==> config.mk <==
export PLATFORM = sky130hd
export DESIGN_NAME = cmc_classifier
export DESIGN_NICKNAME = d
export VERILOG_FILES = /design/src/rtl/cmc_pkg.sv /design/src/rtl/cmc_tracker.sv /design/src/rtl/cmc_counters.sv /design/src/rtl/cmc_classifier.sv
export SDC_FILE = /design/constraint.sdc
export NUM_CORES = 1
export LEC_CHECK = 0
export ABC_CLOCK_PERIOD_IN_PS = 5300
export BUFFER_PORTS_ARGS = -buffer_cell sky130_fd_sc_hd__buf_4
export CAP_MARGIN = 15
export CORE_MARGIN = 2
export CORE_UTILIZATION = 55
export DETAILED_ROUTE_END_ITERATION = 10
export PLACE_DENSITY_LB_ADDON = 0.12
export SETUP_SLACK_MARGIN = 0.15
export SLEW_MARGIN = 25
export SYNTH_ARGS = -nofsm -noshare
export SYNTH_HDL_FRONTEND = slang
export SYNTH_HIERARCHICAL = 1
export SYNTH_SLANG_ARGS = --single-unit
==> constraint.sdc <==
create_clock -name clk -period 5.3 [get_ports clk]
set_input_delay 1.06 -clock clk [delete_from_list [all_inputs] [get_ports clk]]
set_output_delay 1.06 -clock clk [all_outputs]
set_load 0.01 [all_outputs]
==> src/rtl/cmc_pkg.sv <==
package cmc_pkg;
  localparam logic [1:0] ST_INV = 2'd0;
  localparam logic [1:0] ST_SHR = 2'd1;
  localparam logic [1:0] ST_EXC = 2'd2;

  localparam logic [1:0] CODE_HIT   = 2'b00;
  localparam logic [1:0] CODE_COMP  = 2'b01;
  localparam logic [1:0] CODE_TRUE  = 2'b10;
  localparam logic [1:0] CODE_FALSE = 2'b11;

  // permission check for one access against the issuer's own line state
  function automatic logic access_hits(input logic [1:0] st, input logic wr);
    return wr ? (st == ST_EXC) : (st != ST_INV);
  endfunction

  // label selection; priority: hit, first touch, communicated word, else false
  function automatic logic [1:0] pick_code(input logic hit, input logic touched,
                                           input logic remote_wr, input logic peer_use,
                                           input logic wr);
    if (hit)                          return CODE_HIT;
    else if (!touched)                return CODE_COMP;
    else if (remote_wr || (wr && peer_use)) return CODE_TRUE;
    else                              return CODE_FALSE;
  endfunction

  function automatic logic [15:0] sat_step(input logic [15:0] v);
    return (v == 16'hFFFF) ? v : v + 16'd1;
  endfunction
endpackage

==> src/rtl/cmc_tracker.sv <==
module cmc_tracker
  import cmc_pkg::*;
#(
  parameter int NPROC = 2,
  parameter int NBLK  = 4,
  parameter int NWORD = 4,
  localparam int PW = $clog2(NPROC),
  localparam int BW = $clog2(NBLK),
  localparam int WW = $clog2(NWORD)
) (
  input  logic                          clk,
  input  logic                          rst_n,
  input  logic                          acc_valid,
  input  logic [PW-1:0]                 acc_pid,
  input  logic                          acc_write,
  input  logic [BW-1:0]                 acc_blk,
  input  logic [WW-1:0]                 acc_word,
  output logic [NPROC-1:0][1:0]         cur_st,
  output logic [NPROC-1:0]              cur_touch,
  output logic [NPROC-1:0][NWORD-1:0]   cur_rmask,
  output logic [NPROC-1:0][NWORD-1:0]   cur_used
);
  logic [1:0]       st_q    [NPROC][NBLK];
  logic             touch_q [NPROC][NBLK];
  logic [NWORD-1:0] rmask_q [NPROC][NBLK];
  logic [NWORD-1:0] used_q  [NPROC][NBLK];

  logic [NWORD-1:0] wbit;
  assign wbit = NWORD'(1) << acc_word;

  always_comb begin
    for (int q = 0; q < NPROC; q++) begin
      cur_st[q]    = st_q[q][acc_blk];
      cur_touch[q] = touch_q[q][acc_blk];
      cur_rmask[q] = rmask_q[q][acc_blk];
      cur_used[q]  = used_q[q][acc_blk];
    end
  end

  always_ff @(posedge clk) begin
    if (!rst_n) begin
      for (int q = 0; q < NPROC; q++)
        for (int b = 0; b < NBLK; b++) begin
          st_q[q][b]    <= ST_INV;
          touch_q[q][b] <= 1'b0;
          rmask_q[q][b] <= '0;
          used_q[q][b]  <= '0;
        end
    end else if (acc_valid) begin
      for (int q = 0; q < NPROC; q++) begin
        if (PW'(q) == acc_pid) begin
          touch_q[q][acc_blk] <= 1'b1;
          if (access_hits(st_q[q][acc_blk], acc_write)) begin
            used_q[q][acc_blk] <= used_q[q][acc_blk] | wbit;
          end else begin
            // permission regained: restart both word histories
            rmask_q[q][acc_blk] <= '0;
            used_q[q][acc_blk]  <= wbit;
            st_q[q][acc_blk]    <= acc_write ? ST_EXC : ST_SHR;
          end
        end else if (acc_write) begin
          if (st_q[q][acc_blk] != ST_INV) begin
            st_q[q][acc_blk]    <= ST_INV;
            rmask_q[q][acc_blk] <= wbit;
          end else begin
            rmask_q[q][acc_blk] <= rmask_q[q][acc_blk] | wbit;
          end
        end else if (st_q[q][acc_blk] == ST_EXC) begin
          st_q[q][acc_blk]    <= ST_SHR;
          rmask_q[q][acc_blk] <= '0;
        end
      end
    end
  end
endmodule

==> src/rtl/cmc_counters.sv <==
module cmc_counters
  import cmc_pkg::*;
#(
  parameter int NCLS = 4,
  parameter int CW   = 16,
  localparam int KW  = $clog2(NCLS)
) (
  input  logic                     clk,
  input  logic                     rst_n,
  input  logic                     bump,
  input  logic [KW-1:0]            code,
  output logic [NCLS-1:0][CW-1:0]  counts
);
  for (genvar k = 0; k < NCLS; k++) begin : g_cnt
    always_ff @(posedge clk) begin
      if (!rst_n)
        counts[k] <= '0;
      else if (bump && code == KW'(k))
        counts[k] <= CW'(sat_step(16'(counts[k])));
    end
  end
endmodule

==> src/rtl/cmc_classifier.sv <==
module cmc_classifier
  import cmc_pkg::*;
#(
  parameter int NPROC = 2,
  parameter int NBLK  = 4,
  parameter int NWORD = 4,
  parameter int CW    = 16,
  localparam int PW = $clog2(NPROC),
  localparam int BW = $clog2(NBLK),
  localparam int WW = $clog2(NWORD)
) (
  input  logic          clk,
  input  logic          rst_n,
  input  logic          acc_valid,
  input  logic [PW-1:0] acc_pid,
  input  logic          acc_write,
  input  logic [BW-1:0] acc_blk,
  input  logic [WW-1:0] acc_word,
  output logic          cls_valid,
  output logic [1:0]    cls_code,
  output logic [CW-1:0] cnt_hit,
  output logic [CW-1:0] cnt_comp,
  output logic [CW-1:0] cnt_true,
  output logic [CW-1:0] cnt_false
);
  logic [NPROC-1:0][1:0]       cur_st;
  logic [NPROC-1:0]            cur_touch;
  logic [NPROC-1:0][NWORD-1:0] cur_rmask;
  logic [NPROC-1:0][NWORD-1:0] cur_used;
  logic [3:0][CW-1:0]          counts;

  cmc_tracker #(.NPROC(NPROC), .NBLK(NBLK), .NWORD(NWORD)) u_trk (
    .clk(clk), .rst_n(rst_n), .acc_valid(acc_valid), .acc_pid(acc_pid),
    .acc_write(acc_write), .acc_blk(acc_blk), .acc_word(acc_word),
    .cur_st(cur_st), .cur_touch(cur_touch), .cur_rmask(cur_rmask), .cur_used(cur_used)
  );

  // named internal events
  logic       self_hit, self_touched, remote_wr_word, peer_used_word;
  logic [1:0] next_code;

  always_comb begin
    peer_used_word = 1'b0;
    for (int q = 0; q < NPROC; q++)
      if (PW'(q) != acc_pid && cur_st[q] != ST_INV && cur_used[q][acc_word])
        peer_used_word = 1'b1;
  end

  assign self_hit       = access_hits(cur_st[acc_pid], acc_write);
  assign self_touched   = cur_touch[acc_pid];
  assign remote_wr_word = cur_rmask[acc_pid][acc_word];
  assign next_code      = pick_code(self_hit, self_touched, remote_wr_word,
                                    peer_used_word, acc_write);

  always_ff @(posedge clk) begin
    if (!rst_n) begin
      cls_valid <= 1'b0;
      cls_code  <= CODE_HIT;
    end else begin
      cls_valid <= acc_valid;
      if (acc_valid) cls_code <= next_code;
    end
  end

  cmc_counters #(.NCLS(4), .CW(CW)) u_cnt (
    .clk(clk), .rst_n(rst_n), .bump(acc_valid), .code(next_code), .counts(counts)
  );

  assign cnt_hit   = counts[0];
  assign cnt_comp  = counts[1];
  assign cnt_true  = counts[2];
  assign cnt_false = counts[3];
endmodule

==> metrics.txt, run 1 <==
# TYPE chip_impl_metric gauge
chip_impl_metric{name="detail_route.iter0.violations",unit=""} 1077
chip_impl_metric{name="globalplace.congestion",unit=""} 0.892
chip_impl_metric{name="drc",unit=""} 0
chip_impl_metric{name="route.detailed.wl_per_inst",unit="µm"} 20.2
chip_impl_metric{name="max-vdd-ir-drop",unit="mV"} 0.231
chip_impl_metric{name="vias",unit=""} 7620
chip_impl_metric{name="worstPathMaxFanout",unit=""} 35
chip_impl_info{name="synthFlopType",value="dfxtp_1"} 1
chip_impl_info{name="rsz0062_at_grt",value="false"} 1
chip_impl_metric{name="total_area_of_multi_input_combinational_cells",unit="µm²"} 4290
chip_impl_metric{name="timing.final.max_slew_violations",unit=""} 0
chip_impl_metric{name="path_clk_slew",unit="ns"} 0.07
chip_impl_metric{name="gr-usage-all-layers",unit="%"} 28.3
chip_impl_metric{name="finalWirelength",unit="mm"} 22.7
chip_impl_metric{name="leakage",unit="nW"} 3.30
chip_impl_metric{name="cell_area_placed",unit="µm²"} 8920
chip_impl_metric{name="cts-htree-levels",unit=""} 4
chip_impl_info{name="leading_cell_type_in_the_layout_fill_and_taps_excluded",value="a21oi_1"} 1
chip_impl_info{name="path_common_cell",value="nor3_1"} 1
chip_impl_metric{name="overflow",unit=""} 0
chip_impl_metric{name="dp_hpwl",unit="mm"} 16.0
chip_impl_metric{name="first_global_vias",unit=""} 6976
chip_impl_metric{name="cellInternalPower",unit="W"} 0.00204
chip_impl_metric{name="avgViaCountPerCell",unit=""} 6.79
chip_impl_metric{name="post_synth_edffs",unit=""} 60
chip_impl_metric{name="synthesis.area",unit="µm²"} 8290
chip_impl_metric{name="grt_max_degree",unit=""} 53
chip_impl_metric{name="number_of_nets_in_the_finished_design",unit=""} 939
chip_impl_info{name="worst_path_dominant_cell_family",value="simple AND/OR/NAND/NOR gates"} 1
chip_impl_metric{name="post_synthesis_sequential_element_count",unit=""} 155
chip_impl_info{name="timing.critical_path.slowest_stage_cell",value="mux4_2"} 1
chip_impl_metric{name="grt_first_pass_wirelength",unit="mm"} 36.4
chip_impl_metric{name="area_inside_the_core_boundary",unit="µm²"} 14600
chip_impl_metric{name="worst_slew_margin_rel",unit="%"} 34.3
chip_impl_metric{name="num_antenna_cells",unit=""} 0
chip_impl_metric{name="max_cap_viol_count",unit=""} 0
chip_impl_metric{name="fp.dieW",unit="µm"} 127
chip_impl_metric{name="p_clk_share",unit="%"} 43.1
chip_impl_metric{name="post_cts_hold_fix_bufs",unit=""} 0
chip_impl_metric{name="layout_min_cycle_time",unit="ns"} 4.41
chip_impl_info{name="timing.setup.critical_path_class",value="input pin to flop"} 1
chip_impl_metric{name="synth.avg_cell_area",unit="µm²"} 9.51
chip_impl_metric{name="max_freq",unit="GHz"} 0.227
chip_impl_info{name="synth_top_area_cell",value="dfxtp_1"} 1
chip_impl_metric{name="seq_area_frac_synth",unit="%"} 44.7
chip_impl_metric{name="final_min_period_over_clock_period",unit="%"} 83.3
chip_impl_metric{name="finalClockSkew",unit="ns"} 0.00833
chip_impl_metric{name="placed_cells",unit=""} 1090
chip_impl_metric{name="insertion_delay_to_the_later_sink_of_the_worst_skew_pair",unit="ns"} 0.42
chip_impl_metric{name="netlist-cell-type-count",unit=""} 77
chip_impl_info{name="min_path_type",value="flop to flop"} 1
chip_impl_metric{name="timing.critical_path.arrival",unit="ns"} 4.70
chip_impl_metric{name="r2r_setup_slack",unit="ns"} 1.65
chip_impl_metric{name="initial_core_util",unit="%"} 56.6
chip_impl_metric{name="timing.final.hold_violations",unit=""} 0
chip_impl_metric{name="final_area",unit="µm²"} 9470
chip_impl_info{name="timing.critical_path.cells",value="buf_4 -> mux4_2 -> o21ai_0 -> o22ai_1 -> a211oi_1 -> nor3_1 -> nor2_1 -> nand3_1 -> nor4_1 -> nor4bb_1 -> nor3_1"} 1
chip_impl_metric{name="final.fill_count",unit=""} 1176
chip_impl_info{name="layout_common_cells",value="a21oi_1, dfxtp_1, buf_4"} 1
chip_impl_metric{name="die-height",unit="µm"} 127
chip_impl_metric{name="transition_time_at_the_pin_with_the_least_slew_margin",unit="ns"} 0.983
chip_impl_info{name="run_status",value="finished, final reports clean"} 1
chip_impl_metric{name="setup_tns",unit="ns"} 0
chip_impl_metric{name="floorplan.io_pins",unit=""} 76
chip_impl_metric{name="synthesis.instances",unit=""} 872
chip_impl_metric{name="post_cts_resized",unit=""} 0
chip_impl_metric{name="drive_above_1_share",unit="%"} 17.0
chip_impl_metric{name="finish.utilization",unit="%"} 64.7
chip_impl_metric{name="total_switching_power",unit="W"} 0.000660
chip_impl_metric{name="final-seq-area",unit="µm²"} 3700
chip_impl_metric{name="area_growth",unit="%"} 14.3
chip_impl_metric{name="ys.warnings.count",unit=""} 6
chip_impl_metric{name="cts.path.max_buffers",unit=""} 2
chip_impl_metric{name="cts_inserted_buffers",unit=""} 17
chip_impl_info{name="start_kind",value="input pin"} 1
chip_impl_metric{name="switching_share",unit="%"} 24.4
chip_impl_metric{name="post-cts-setup-buffers",unit=""} 0
chip_impl_metric{name="report.final.setup_viol",unit=""} 0
chip_impl_info{name="synth_top_cells_by_area",value="dfxtp_1, edfxtp_1, mux4_2"} 1
chip_impl_info{name="cts_tree",value="yes"} 1
chip_impl_info{name="root_buffer",value="clkbuf_16"} 1
chip_impl_metric{name="asyncSetResetFlopFracSynth",unit="%"} 0
chip_impl_metric{name="timing.critical_path.required",unit="ns"} 5.58
chip_impl_metric{name="synthDominantCellAreaShare",unit="%"} 22.9
chip_impl_metric{name="clock_sinks",unit=""} 155
chip_impl_metric{name="postSynthNetCount",unit=""} 886
chip_impl_metric{name="route.antenna.remaining_nets",unit=""} 0
chip_impl_metric{name="share_seq_of_total_power",unit="%"} 47.7
chip_impl_metric{name="comb_power_share",unit="%"} 9.2
chip_impl_metric{name="detail_route.first_pass.iterations",unit=""} 5
chip_impl_metric{name="fin_hold_ws",unit="ns"} 0.452
chip_impl_info{name="cp-end-kind",value="flop"} 1
chip_impl_metric{name="buffer_ports.inserted",unit=""} 75
chip_impl_metric{name="critical_path.max_stage_delay",unit="ns"} 0.76
chip_impl_metric{name="count_of_buffer_and_inverter_cells_on_the_critical_path",unit=""} 1
chip_impl_metric{name="die-area",unit="µm²"} 16100
chip_impl_metric{name="row_count",unit=""} 44
chip_impl_metric{name="antenna_violations_before_repair",unit=""} 0
chip_impl_metric{name="power.density",unit="nW/µm²"} 285
chip_impl_metric{name="layout.cells.non_filler",unit=""} 1122
[area by class of cell]
class	instances	area share, %
tap	184	2.43
clock buffer	18	4.53
multi-input combinational	650	45.3
sequential	155	39.1
timing repair buffer	83	6.58
clock inverter	14	1.36
inverter	18	0.713
[kinds of logic (layout without fill, tap and decap cells)]
kind of cell	count (synthesis)	after routing	share of synthesized area (%)
and+or+nand+nor	338	338	21.9
muxes	40	40	8.62
adders and majority gates	5	5	0.754
xor gates and xnor gates	2	2	0.211
DFF	155	155	44.7
AOI/OAI and AO/OA	265	265	20.3
buffers and inverters	67	133	3.58
[final timing paths]
kind                                     startpoint                  end  cells past startpoint
worst min-delay path            u_trk/touch_q[0][0]  u_trk/touch_q[0][0]                      1
worst min register to register  u_trk/touch_q[0][0]  u_trk/touch_q[0][0]                      1
worst max-delay path                     acc_blk[0]     u_cnt/counts[62]                     11
worst max register to register     u_trk/st_q[0][0]     u_cnt/counts[62]                     10
[Yosys cell counts (3+ instances only)]
cell	count
o221ai_1	5
or2_1	3
o31ai_1	23
nor3_1	23
or4_1	20
o21ai_0	49
dfxtp_1	95
mux2i_1	14
o21ai_1	8
nand4_1	28
o2111ai_1	4
nor4_1	9
ha_1	5
buf_6	4
clkbuf_1	35
or3_1	17
buf_2	6
and3_1	6
nand3b_1	7
nand2_1	74
o311ai_0	6
o41ai_1	9
a32oi_1	4
nor2b_1	6
and4_1	6
and2_1	4
inv_1	17
o21a_1	4
edfxtp_1	60
o22ai_1	7
or2_2	5
o211ai_1	11
nand3_1	29
nand2b_1	16
nor2_1	66
a211oi_1	4
mux4_2	24
a21o_1	14
a21oi_1	96
[state kept, by name (all words and copies together), names as in the netlist]
name / count
u_trk/rmask_q: 32
u_trk/st_q: 16
cls_valid: 1
cls_code: 2
u_trk/used_q: 32
u_cnt/counts: 64
u_trk/touch_q: 8
[routing by layer]
metal / vias up / share of wire, % / global-route usage [%] / routed length (µm)
met1: 3677 / 42 / 39.3 / 9610
met2: 404 / 47 / 45.0 / 10600
met5: - / 0 / 0 / 0
li1: 3482 / - / - / -
met3: 57 / 8.0 / 5.36 / 1810
met4: 0 / 2.7 / 9.37 / 618
[stage by stage]
| stage | worst slack (ns) | total power (W) |
|---|---|---|
| after floorplan | 0.620 | 0.00149 |
| after global placement | 0.623 | 0.00155 |
| after detailed placement | 0.529 | 0.00155 |
| after CTS | 0.939 | 0.00272 |
| after global routing | 0.513 | 0.00279 |
| final | 0.885 | 0.00270 |
[power by group through the flow]
stage	Sequential [W]	Combinational (W)	Clock, W
after floorplan	0.00131	0.000183	0
after global placement	0.00131	0.000238	0
after detailed placement	0.00131	0.000242	0
after CTS	0.00129	0.000243	0.00118
after global routing	0.00129	0.000267	0.00124
final	0.00129	0.000248	0.00116
Note: power is estimated with default switching activity, not from simulation.
==> run 2, diff against run 1 <==
--- a/config.mk
+++ b/config.mk
@@ -5,7 +5,8 @@
 export SDC_FILE = /design/constraint.sdc
 export NUM_CORES = 1
 export LEC_CHECK = 0
-export ABC_CLOCK_PERIOD_IN_PS = 5300
+export ABC_AREA = 1
+export ABC_CLOCK_PERIOD_IN_PS = 4300
 export BUFFER_PORTS_ARGS = -buffer_cell sky130_fd_sc_hd__buf_4
 export CAP_MARGIN = 15
 export CORE_MARGIN = 2
==> constraint.sdc (replaced) <==
create_clock -name clk -period 4.3 [get_ports clk]
set_input_delay 0.86 -clock clk [delete_from_list [all_inputs] [get_ports clk]]
set_output_delay 0.86 -clock clk [all_outputs]
set_load 0.01 [all_outputs]
==> metrics.txt, run 2 <==
# TYPE chip_impl_metric gauge
chip_impl_metric{name="final-seq-area",unit="µm²"} 3700
chip_impl_metric{name="number_of_nets_in_the_finished_design",unit=""} 1330
chip_impl_metric{name="path_clk_slew",unit="ns"} 0.06
chip_impl_metric{name="comb_power_share",unit="%"} 10.0
chip_impl_metric{name="route.antenna.remaining_nets",unit=""} 0
chip_impl_metric{name="post_cts_hold_fix_bufs",unit=""} 0
chip_impl_metric{name="post_cts_resized",unit=""} 0
chip_impl_metric{name="ys.warnings.count",unit=""} 6
chip_impl_info{name="root_buffer",value="clkbuf_16"} 1
chip_impl_metric{name="yosys.area_share.simple",unit="%"} 39.7
chip_impl_metric{name="dr_wl_met2",unit="mm"} 10.9
chip_impl_metric{name="finalWirelength",unit="mm"} 23.7
chip_impl_metric{name="gr-usage-all-layers",unit="%"} 27.7
chip_impl_metric{name="layout_min_cycle_time",unit="ns"} 3.42
chip_impl_metric{name="total_power",unit="W"} 0.00350
chip_impl_metric{name="crit_cells",unit=""} 20
chip_impl_info{name="top_register",value="u_cnt/counts"} 1
chip_impl_metric{name="synthDominantCellAreaShare",unit="%"} 21.5
chip_impl_metric{name="max_freq",unit="GHz"} 0.292
chip_impl_info{name="most_instantiated_library_cell_after_synthesis",value="nand2_1"} 1
chip_impl_metric{name="overflow",unit=""} 0
chip_impl_metric{name="cts_inserted_buffers",unit=""} 17
chip_impl_metric{name="asyncSetResetFlopFracSynth",unit="%"} 0
chip_impl_metric{name="row_count",unit=""} 46
chip_impl_metric{name="leakage",unit="nW"} 4.39
chip_impl_metric{name="worst_slew_margin_rel",unit="%"} 38.9
chip_impl_info{name="synthFlopType",value="dfxtp_1"} 1
chip_impl_metric{name="globalplace.congestion",unit=""} 0.957
chip_impl_info{name="cts_tree",value="yes"} 1
chip_impl_metric{name="route.detailed.wl_per_inst",unit="µm"} 15.3
chip_impl_info{name="netlist_top_cells_count",value="nand2_1, nor2_1, dfxtp_1, nand3_1, a21oi_1"} 1
chip_impl_info{name="timing.setup.critical_path_class",value="input pin to flop"} 1
chip_impl_metric{name="critical_path.max_stage_delay",unit="ns"} 0.54
chip_impl_metric{name="fin_hold_ws",unit="ns"} 0.458
chip_impl_info{name="timing.critical_path.slowest_stage_cell",value="inv_1"} 1
chip_impl_metric{name="avgViaCountPerCell",unit=""} 5.56
chip_impl_info{name="layout_common_cells",value="nand2_1, nor2_1, nand3_1, dfxtp_1, a21oi_1"} 1
chip_impl_metric{name="hold-path-cell-count",unit=""} 2
chip_impl_metric{name="synth.avg_cell_area",unit="µm²"} 7.14
chip_impl_metric{name="setup_tns",unit="ns"} 0
chip_impl_metric{name="final.fill_count",unit=""} 1467
chip_impl_info{name="cp-end-kind",value="flop"} 1
chip_impl_info{name="path_common_cell",value="nand2_1"} 1
chip_impl_info{name="largest_registers",value="u_cnt/counts (64), u_trk/rmask_q (32), u_trk/used_q (32)"} 1
chip_impl_metric{name="clock_sinks",unit=""} 155
chip_impl_metric{name="report.final.setup_viol",unit=""} 0
chip_impl_metric{name="area_fraction_in_compound_gates_after_synthesis",unit="%"} 11.1
chip_impl_metric{name="antenna_violations_before_repair",unit=""} 0
chip_impl_metric{name="final_min_period_over_clock_period",unit="%"} 79.6
chip_impl_metric{name="grt_max_degree",unit=""} 89
chip_impl_metric{name="synthAdderAreaFrac",unit="%"} 0.707
chip_impl_info{name="dominant_combinational_cell_family_by_area_after_synthesis",value="simple AND/OR/NAND/NOR gates"} 1
chip_impl_metric{name="area_inside_the_core_boundary",unit="µm²"} 15800
chip_impl_metric{name="total_area_of_multi_input_combinational_cells",unit="µm²"} 4590
chip_impl_metric{name="initial_core_util",unit="%"} 55.9
chip_impl_metric{name="transition_time_at_the_pin_with_the_least_slew_margin",unit="ns"} 0.917
chip_impl_metric{name="route.layer.met1.wl",unit="mm"} 10.3
chip_impl_metric{name="power.density",unit="nW/µm²"} 343
chip_impl_metric{name="fp.dieW",unit="µm"} 131
chip_impl_metric{name="cts-htree-levels",unit=""} 4
chip_impl_metric{name="post_synth_edffs",unit=""} 60
chip_impl_metric{name="vias",unit=""} 8591
chip_impl_metric{name="timing.critical_path.required",unit="ns"} 4.62
chip_impl_metric{name="synthMuxAreaShare",unit="%"} 0
chip_impl_metric{name="post-cts-setup-buffers",unit=""} 0
chip_impl_metric{name="timing.final.hold_violations",unit=""} 0
chip_impl_info{name="route.top_layer_used",value="met4"} 1
chip_impl_info{name="critical_path.reg2reg.startpoint",value="u_trk/rmask_q[1][14]"} 1
chip_impl_metric{name="cellInternalPower",unit="W"} 0.00264
chip_impl_metric{name="die-height",unit="µm"} 131
chip_impl_info{name="timing.critical_path.cells",value="buf_4 -> nand2_2 -> inv_1 -> nand2_1 -> nand3_1 -> nand2_1 -> nand3_1 -> a21oi_1 -> nand2_1 -> nand3_2 -> nand2_2 -> inv_1 -> nor2_1 -> nand2_1 -> inv_1 -> nand3_1 -> nor2_1 -> nand3_1 -> nand2_1 -> nor2_1"} 1
chip_impl_metric{name="detail_route.iter0.violations",unit=""} 792
chip_impl_metric{name="synthesis.instances",unit=""} 1239
chip_impl_metric{name="met3_length",unit="mm"} 2.00
chip_impl_metric{name="synth_xor_xnor_area_share",unit="%"} 0.396
chip_impl_metric{name="finalClockSkew",unit="ns"} 0.00825
chip_impl_metric{name="count_of_buffer_and_inverter_cells_on_the_critical_path",unit=""} 4
chip_impl_info{name="cp-startpoint",value="acc_blk[0]"} 1
chip_impl_info{name="worst_path_dominant_cell_family",value="simple AND/OR/NAND/NOR gates"} 1
chip_impl_metric{name="max_ffs_per_register",unit=""} 64
chip_impl_metric{name="p_clk_share",unit="%"} 44.0
chip_impl_info{name="start_kind",value="input pin"} 1
chip_impl_metric{name="num_antenna_cells",unit=""} 0
chip_impl_info{name="run_status",value="finished, final reports clean"} 1
chip_impl_metric{name="grt_first_pass_wirelength",unit="mm"} 37.1
chip_impl_info{name="min_path_type",value="flop to flop"} 1
chip_impl_metric{name="post_synthesis_sequential_element_count",unit=""} 155
chip_impl_metric{name="detail_route.first_pass.iterations",unit=""} 6
chip_impl_info{name="synth_top_cells_by_area",value="dfxtp_1, edfxtp_1, nand2_1"} 1
chip_impl_metric{name="postSynthNetCount",unit=""} 1253
chip_impl_metric{name="max-vdd-ir-drop",unit="mV"} 0.284
chip_impl_metric{name="insertion_delay_to_the_later_sink_of_the_worst_skew_pair",unit="ns"} 0.43
chip_impl_metric{name="share_seq_of_total_power",unit="%"} 46.0
chip_impl_metric{name="die-area",unit="µm²"} 17100
chip_impl_info{name="rsz0062_at_grt",value="false"} 1
chip_impl_metric{name="worstPathMaxFanout",unit=""} 19
chip_impl_metric{name="timing.critical_path.arrival",unit="ns"} 3.75
chip_impl_metric{name="area_growth",unit="%"} 15.3
chip_impl_metric{name="timing.final.max_slew_violations",unit=""} 0
chip_impl_metric{name="netlist-cell-type-count",unit=""} 44
chip_impl_metric{name="drive_above_1_share",unit="%"} 15.2
chip_impl_metric{name="floorplan.io_pins",unit=""} 76
chip_impl_info{name="min-delay-start",value="u_trk/touch_q[0][2]"} 1
chip_impl_metric{name="synthesis.area",unit="µm²"} 8840
chip_impl_metric{name="buffer_ports.inserted",unit=""} 75
chip_impl_metric{name="seq_area_frac_synth",unit="%"} 41.9
chip_impl_metric{name="drc",unit=""} 0
chip_impl_metric{name="dp_hpwl",unit="mm"} 17.1
chip_impl_metric{name="first_global_vias",unit=""} 7545
chip_impl_metric{name="total_switching_power",unit="W"} 0.000855
chip_impl_metric{name="r2r_cells",unit=""} 14
chip_impl_metric{name="max_cap_viol_count",unit=""} 0
chip_impl_info{name="leading_cell_type_in_the_layout_fill_and_taps_excluded",value="nand2_1"} 1
chip_impl_info{name="synth_top_area_cell",value="dfxtp_1"} 1
chip_impl_metric{name="switching_share",unit="%"} 24.5
chip_impl_metric{name="cts.path.max_buffers",unit=""} 2
-- run 2: changes by cell type after synthesis, sizes merged, moves of 21 or more --
cell    delta
nand2    +318
nand3     +75
o31ai     -24
inv       +85
nor2     +157
mux4      -24
clkbuf    -29
or4       -21
-- run 2: worst register-to-register path: stages, from the launching register on --
cell and delay [ns]:
edfxtp_1 0.38, a22oi_1 0.25, nand3_1 0.28, nand2_1 0.15, nand3_1 0.10, a21oi_2 0.13
nand2_1 0.07, nand3_2 0.07, nand2_2 0.06, inv_1 0.18, nand3_1 0.30, nor2_1 0.35
nand3_1 0.13, and2_1 0.15, nor2_1 0.08
-- run 2: metrics by stage --
step / cells / util (%) / instance area, µm² / setup WS (ns)
global placement: 1513 / 60.5 / 9580 / 0.594
finish: 1545 / 64.4 / 10200 / 0.876
global route: 1545 / 64.4 / 10200 / 0.595
CTS: 1545 / 64.4 / 10200 / 0.985
detailed placement: 1513 / 60.5 / 9580 / 0.530
floorplan: 1239 / - / 8840 / 1.08
-- run 2: path summary, 6_finish.rpt --
check / endpoint / slack [ns]
worst max register to register: u_cnt/counts[30] / 1.57
worst min-delay path: u_trk/touch_q[0][2] / 0.46
worst min register to register: u_trk/touch_q[0][2] / 0.46
worst max-delay path: u_cnt/counts[14] / 0.88
-- run 2: layout make-up --
cell class | instances | share of cell area [%]
sequential | 155 | 36.3
clock buffer | 21 | 4.63
inverter | 103 | 3.84
clock inverter | 11 | 1.39
multi-input combinational | 956 | 45.1
tap | 216 | 2.65
timing repair buffer | 83 | 6.11
-- run 2: kinds of logic after synthesis --
| logic type | count (synthesis) |
|---|---|
| AO/OA/AOI/OAI | 175 |
| XOR/XNOR | 4 |
| buffers and inverters | 128 |
| adder cells (fa/ha/maj) | 5 |
| AND/OR/NAND/NOR | 772 |
| flip-flops | 155 |
-- run 2: metal layers --
metal / up-vias / track usage (%)
li1: 4248 / -
met1: 3922 / 37.5
met2: 373 / 43.9
met3: 48 / 6.11
met4: 0 / 9.64
met5: - / 0
-- run 2: power by group through the flow --
stage / registers, W / clock network (W) / logic [W]
after floorplan: 0.00164 / 0 / 0.000236
after global placement: 0.00164 / 0 / 0.000338
after detailed placement: 0.00164 / 0 / 0.000342
after CTS: 0.00161 / 0.00156 / 0.000344
after global routing: 0.00161 / 0.00162 / 0.000382
final: 0.00161 / 0.00154 / 0.000349
==> run 3, diff against run 2 <==
--- a/config.mk
+++ b/config.mk
@@ -6,7 +6,7 @@
 export NUM_CORES = 1
 export LEC_CHECK = 0
 export ABC_AREA = 1
-export ABC_CLOCK_PERIOD_IN_PS = 4300
+export ABC_CLOCK_PERIOD_IN_PS = 2950
 export BUFFER_PORTS_ARGS = -buffer_cell sky130_fd_sc_hd__buf_4
 export CAP_MARGIN = 15
 export CORE_MARGIN = 2
==> constraint.sdc (replaced) <==
create_clock -name clk -period 2.95 [get_ports clk]
set_input_delay 0.59 -clock clk [delete_from_list [all_inputs] [get_ports clk]]
set_output_delay 0.59 -clock clk [all_outputs]
set_load 0.01 [all_outputs]
==> metrics.txt, run 3 (synthesis gave the netlist of run 2 again) <==
# TYPE chip_impl_metric gauge
chip_impl_info{name="run_status",value="finished, final reports clean"} 1
chip_impl_metric{name="report.final.setup_viol",unit=""} 0
chip_impl_metric{name="path_clk_slew",unit="ns"} 0.06
chip_impl_metric{name="drc",unit=""} 0
chip_impl_info{name="critical_path.reg2reg.startpoint",value="u_trk/st_q[0][3]"} 1
chip_impl_metric{name="cts.path.max_buffers",unit=""} 2
chip_impl_metric{name="final-seq-area",unit="µm²"} 3700
chip_impl_info{name="timing.critical_path.cells",value="buf_4 -> inv_2 -> nor2_4 -> buf_12 -> buf_4 -> a22oi_1 -> nand3_2 -> nand2_1 -> nand3_1 -> a21oi_2 -> nand2_1 -> nand3_2 -> nand2_2 -> inv_2 -> nand3_4 -> buf_4 -> nor2_1 -> nand4_1 -> nand2_1 -> nor2_1"} 1
chip_impl_metric{name="clock_sinks",unit=""} 155
chip_impl_metric{name="max_freq",unit="GHz"} 0.391
chip_impl_metric{name="setup_tns",unit="ns"} 0
chip_impl_metric{name="initial_core_util",unit="%"} 55.9
chip_impl_metric{name="max_ffs_per_register",unit=""} 64
chip_impl_metric{name="final_area",unit="µm²"} 10800
chip_impl_metric{name="route.detailed.wl_per_inst",unit="µm"} 14.9
chip_impl_metric{name="post_cts_resized",unit=""} 0
chip_impl_metric{name="worstPathMaxFanout",unit=""} 11
chip_impl_metric{name="area_growth",unit="%"} 21.6
chip_impl_metric{name="timing.final.max_slew_violations",unit=""} 0
chip_impl_metric{name="globalplace.congestion",unit=""} 0.928
chip_impl_metric{name="drive_above_1_share",unit="%"} 19.9
chip_impl_metric{name="finish.utilization",unit="%"} 68.0
chip_impl_info{name="root_buffer",value="clkbuf_16"} 1
chip_impl_info{name="largest_registers",value="u_cnt/counts (64), u_trk/rmask_q (32), u_trk/used_q (32)"} 1
chip_impl_metric{name="cell_area_placed",unit="µm²"} 10100
chip_impl_info{name="cts_tree",value="yes"} 1
chip_impl_metric{name="final.fill_count",unit=""} 1402
chip_impl_metric{name="leakage",unit="nW"} 4.71
chip_impl_info{name="leading_cell_type_in_the_layout_fill_and_taps_excluded",value="nand2_1"} 1
chip_impl_metric{name="timing.final.hold_violations",unit=""} 0
chip_impl_metric{name="critical_path.max_stage_delay",unit="ns"} 0.22
chip_impl_metric{name="cts-htree-levels",unit=""} 4
chip_impl_metric{name="first_global_vias",unit=""} 7522
chip_impl_metric{name="count_of_buffer_and_inverter_cells_on_the_critical_path",unit=""} 6
chip_impl_metric{name="post-cts-setup-buffers",unit=""} 0
chip_impl_metric{name="route.antenna.remaining_nets",unit=""} 0
chip_impl_metric{name="fp.dieW",unit="µm"} 131
chip_impl_info{name="cp-startpoint",value="acc_blk[0]"} 1
chip_impl_metric{name="vias",unit=""} 8783
chip_impl_metric{name="power.density",unit="nW/µm²"} 481
chip_impl_metric{name="max_cap_viol_count",unit=""} 0
chip_impl_metric{name="overflow",unit=""} 0
chip_impl_metric{name="detail_route.first_pass.iterations",unit=""} 5
chip_impl_info{name="start_kind",value="input pin"} 1
chip_impl_metric{name="detail_route.iter0.violations",unit=""} 902
chip_impl_metric{name="cts_inserted_buffers",unit=""} 17
chip_impl_metric{name="dp_hpwl",unit="mm"} 17.4
chip_impl_metric{name="number_of_nets_in_the_finished_design",unit=""} 1391
chip_impl_metric{name="num_antenna_cells",unit=""} 0
chip_impl_metric{name="post_cts_hold_fix_bufs",unit=""} 0
chip_impl_info{name="cp-end-kind",value="flop"} 1
chip_impl_metric{name="row_count",unit=""} 46
chip_impl_metric{name="area_inside_the_core_boundary",unit="µm²"} 15800
chip_impl_info{name="top_register",value="u_cnt/counts"} 1
chip_impl_metric{name="die-height",unit="µm"} 131
chip_impl_info{name="worst_path_dominant_cell_family",value="simple AND/OR/NAND/NOR gates"} 1
chip_impl_info{name="timing.setup.critical_path_class",value="input pin to flop"} 1
chip_impl_metric{name="grt_first_pass_wirelength",unit="mm"} 37.6
chip_impl_info{name="min-delay-start",value="u_trk/touch_q[0][2]"} 1
chip_impl_metric{name="floorplan.io_pins",unit=""} 76
chip_impl_metric{name="avgViaCountPerCell",unit=""} 5.47
chip_impl_metric{name="final_min_period_over_clock_period",unit="%"} 86.6
chip_impl_info{name="timing.critical_path.slowest_stage_cell",value="nor2_1"} 1
chip_impl_metric{name="antenna_violations_before_repair",unit=""} 0
chip_impl_metric{name="transition_time_at_the_pin_with_the_least_slew_margin",unit="ns"} 0.603
chip_impl_metric{name="layout_min_cycle_time",unit="ns"} 2.56
chip_impl_metric{name="timing.critical_path.required",unit="ns"} 3.27
chip_impl_metric{name="worst_slew_margin_rel",unit="%"} 59.8
chip_impl_metric{name="grt_max_degree",unit=""} 93
chip_impl_info{name="rsz0062_at_grt",value="false"} 1
chip_impl_info{name="min_path_type",value="flop to flop"} 1
chip_impl_metric{name="timing.critical_path.arrival",unit="ns"} 2.88
chip_impl_metric{name="die-area",unit="µm²"} 17100
chip_impl_info{name="layout_common_cells",value="nand2_1, nor2_1, buf_4"} 1
chip_impl_metric{name="max-vdd-ir-drop",unit="mV"} 0.407
chip_impl_metric{name="finalWirelength",unit="mm"} 23.9
chip_impl_metric{name="buffer_ports.inserted",unit=""} 75
chip_impl_metric{name="insertion_delay_to_the_later_sink_of_the_worst_skew_pair",unit="ns"} 0.43
chip_impl_metric{name="finalClockSkew",unit="ns"} 0.00939
chip_impl_metric{name="gr-usage-all-layers",unit="%"} 28.0
chip_impl_metric{name="total_area_of_multi_input_combinational_cells",unit="µm²"} 4650
run 3: final cells by class:
class / instances / share of cell area (%)
multi-input combinational: 956 / 43.2
sequential: 155 / 34.4
timing repair buffer: 144 / 10.6
clock buffer: 18 / 3.99
inverter: 103 / 3.64
tap: 216 / 2.51
clock inverter: 14 / 1.58
run 3: final timing paths:
kind	to	slack (ns)	cells past startpoint
max reg2reg	u_cnt/counts[60]	0.55	19
min	u_trk/touch_q[0][2]	0.46	2
min reg2reg	u_trk/touch_q[0][2]	0.46	2
max	u_cnt/counts[60]	0.39	20
run 3: worst register-to-register path, stage by stage, from the launching register on:
cell	delay, ns
edfxtp_1	0.42
nand2_2	0.09
nand2_1	0.05
nand2_2	0.07
nand2_4	0.05
nor2_1	0.26
nor2_2	0.08
nand2_1	0.06
nand2_1	0.05
nand2_1	0.06
nand2_1	0.06
nand3_2	0.07
nand2_2	0.06
inv_2	0.13
nand3_4	0.14
buf_4	0.17
nor2_1	0.22
nand4_1	0.12
nand2_1	0.08
nor2_1	0.05
run 3: stage by stage:
step | cells | setup WS, ns | power (W) | hold slack, ns
3_3_place_gp | 1574 | -0.115 | 0.00297 | 0.441
4_1_cts | 1606 | 0.282 | 0.00519 | 0.441
5_1_grt | 1606 | 0.162 | 0.00536 | 0.472
6_report | 1606 | 0.394 | 0.00518 | 0.457
2_1_floorplan | 1239 | 0.151 | 0.00274 | 0.427
3_5_place_dp | 1574 | -0.123 | 0.00298 | 0.445
run 3: report_power, final:
group          internal (W)  switching [W]
clock network       0.00133       0.000893
registers           0.00230      0.0000438
logic              0.000223       0.000382
total               0.00386        0.00132
run 3: metal layers:
metal	global-route usage, %	part of all wire [%]
met3	6.31	8.3
met2	42.6	45
met4	6.95	1.1
met1	40.5	45
met5	0	0
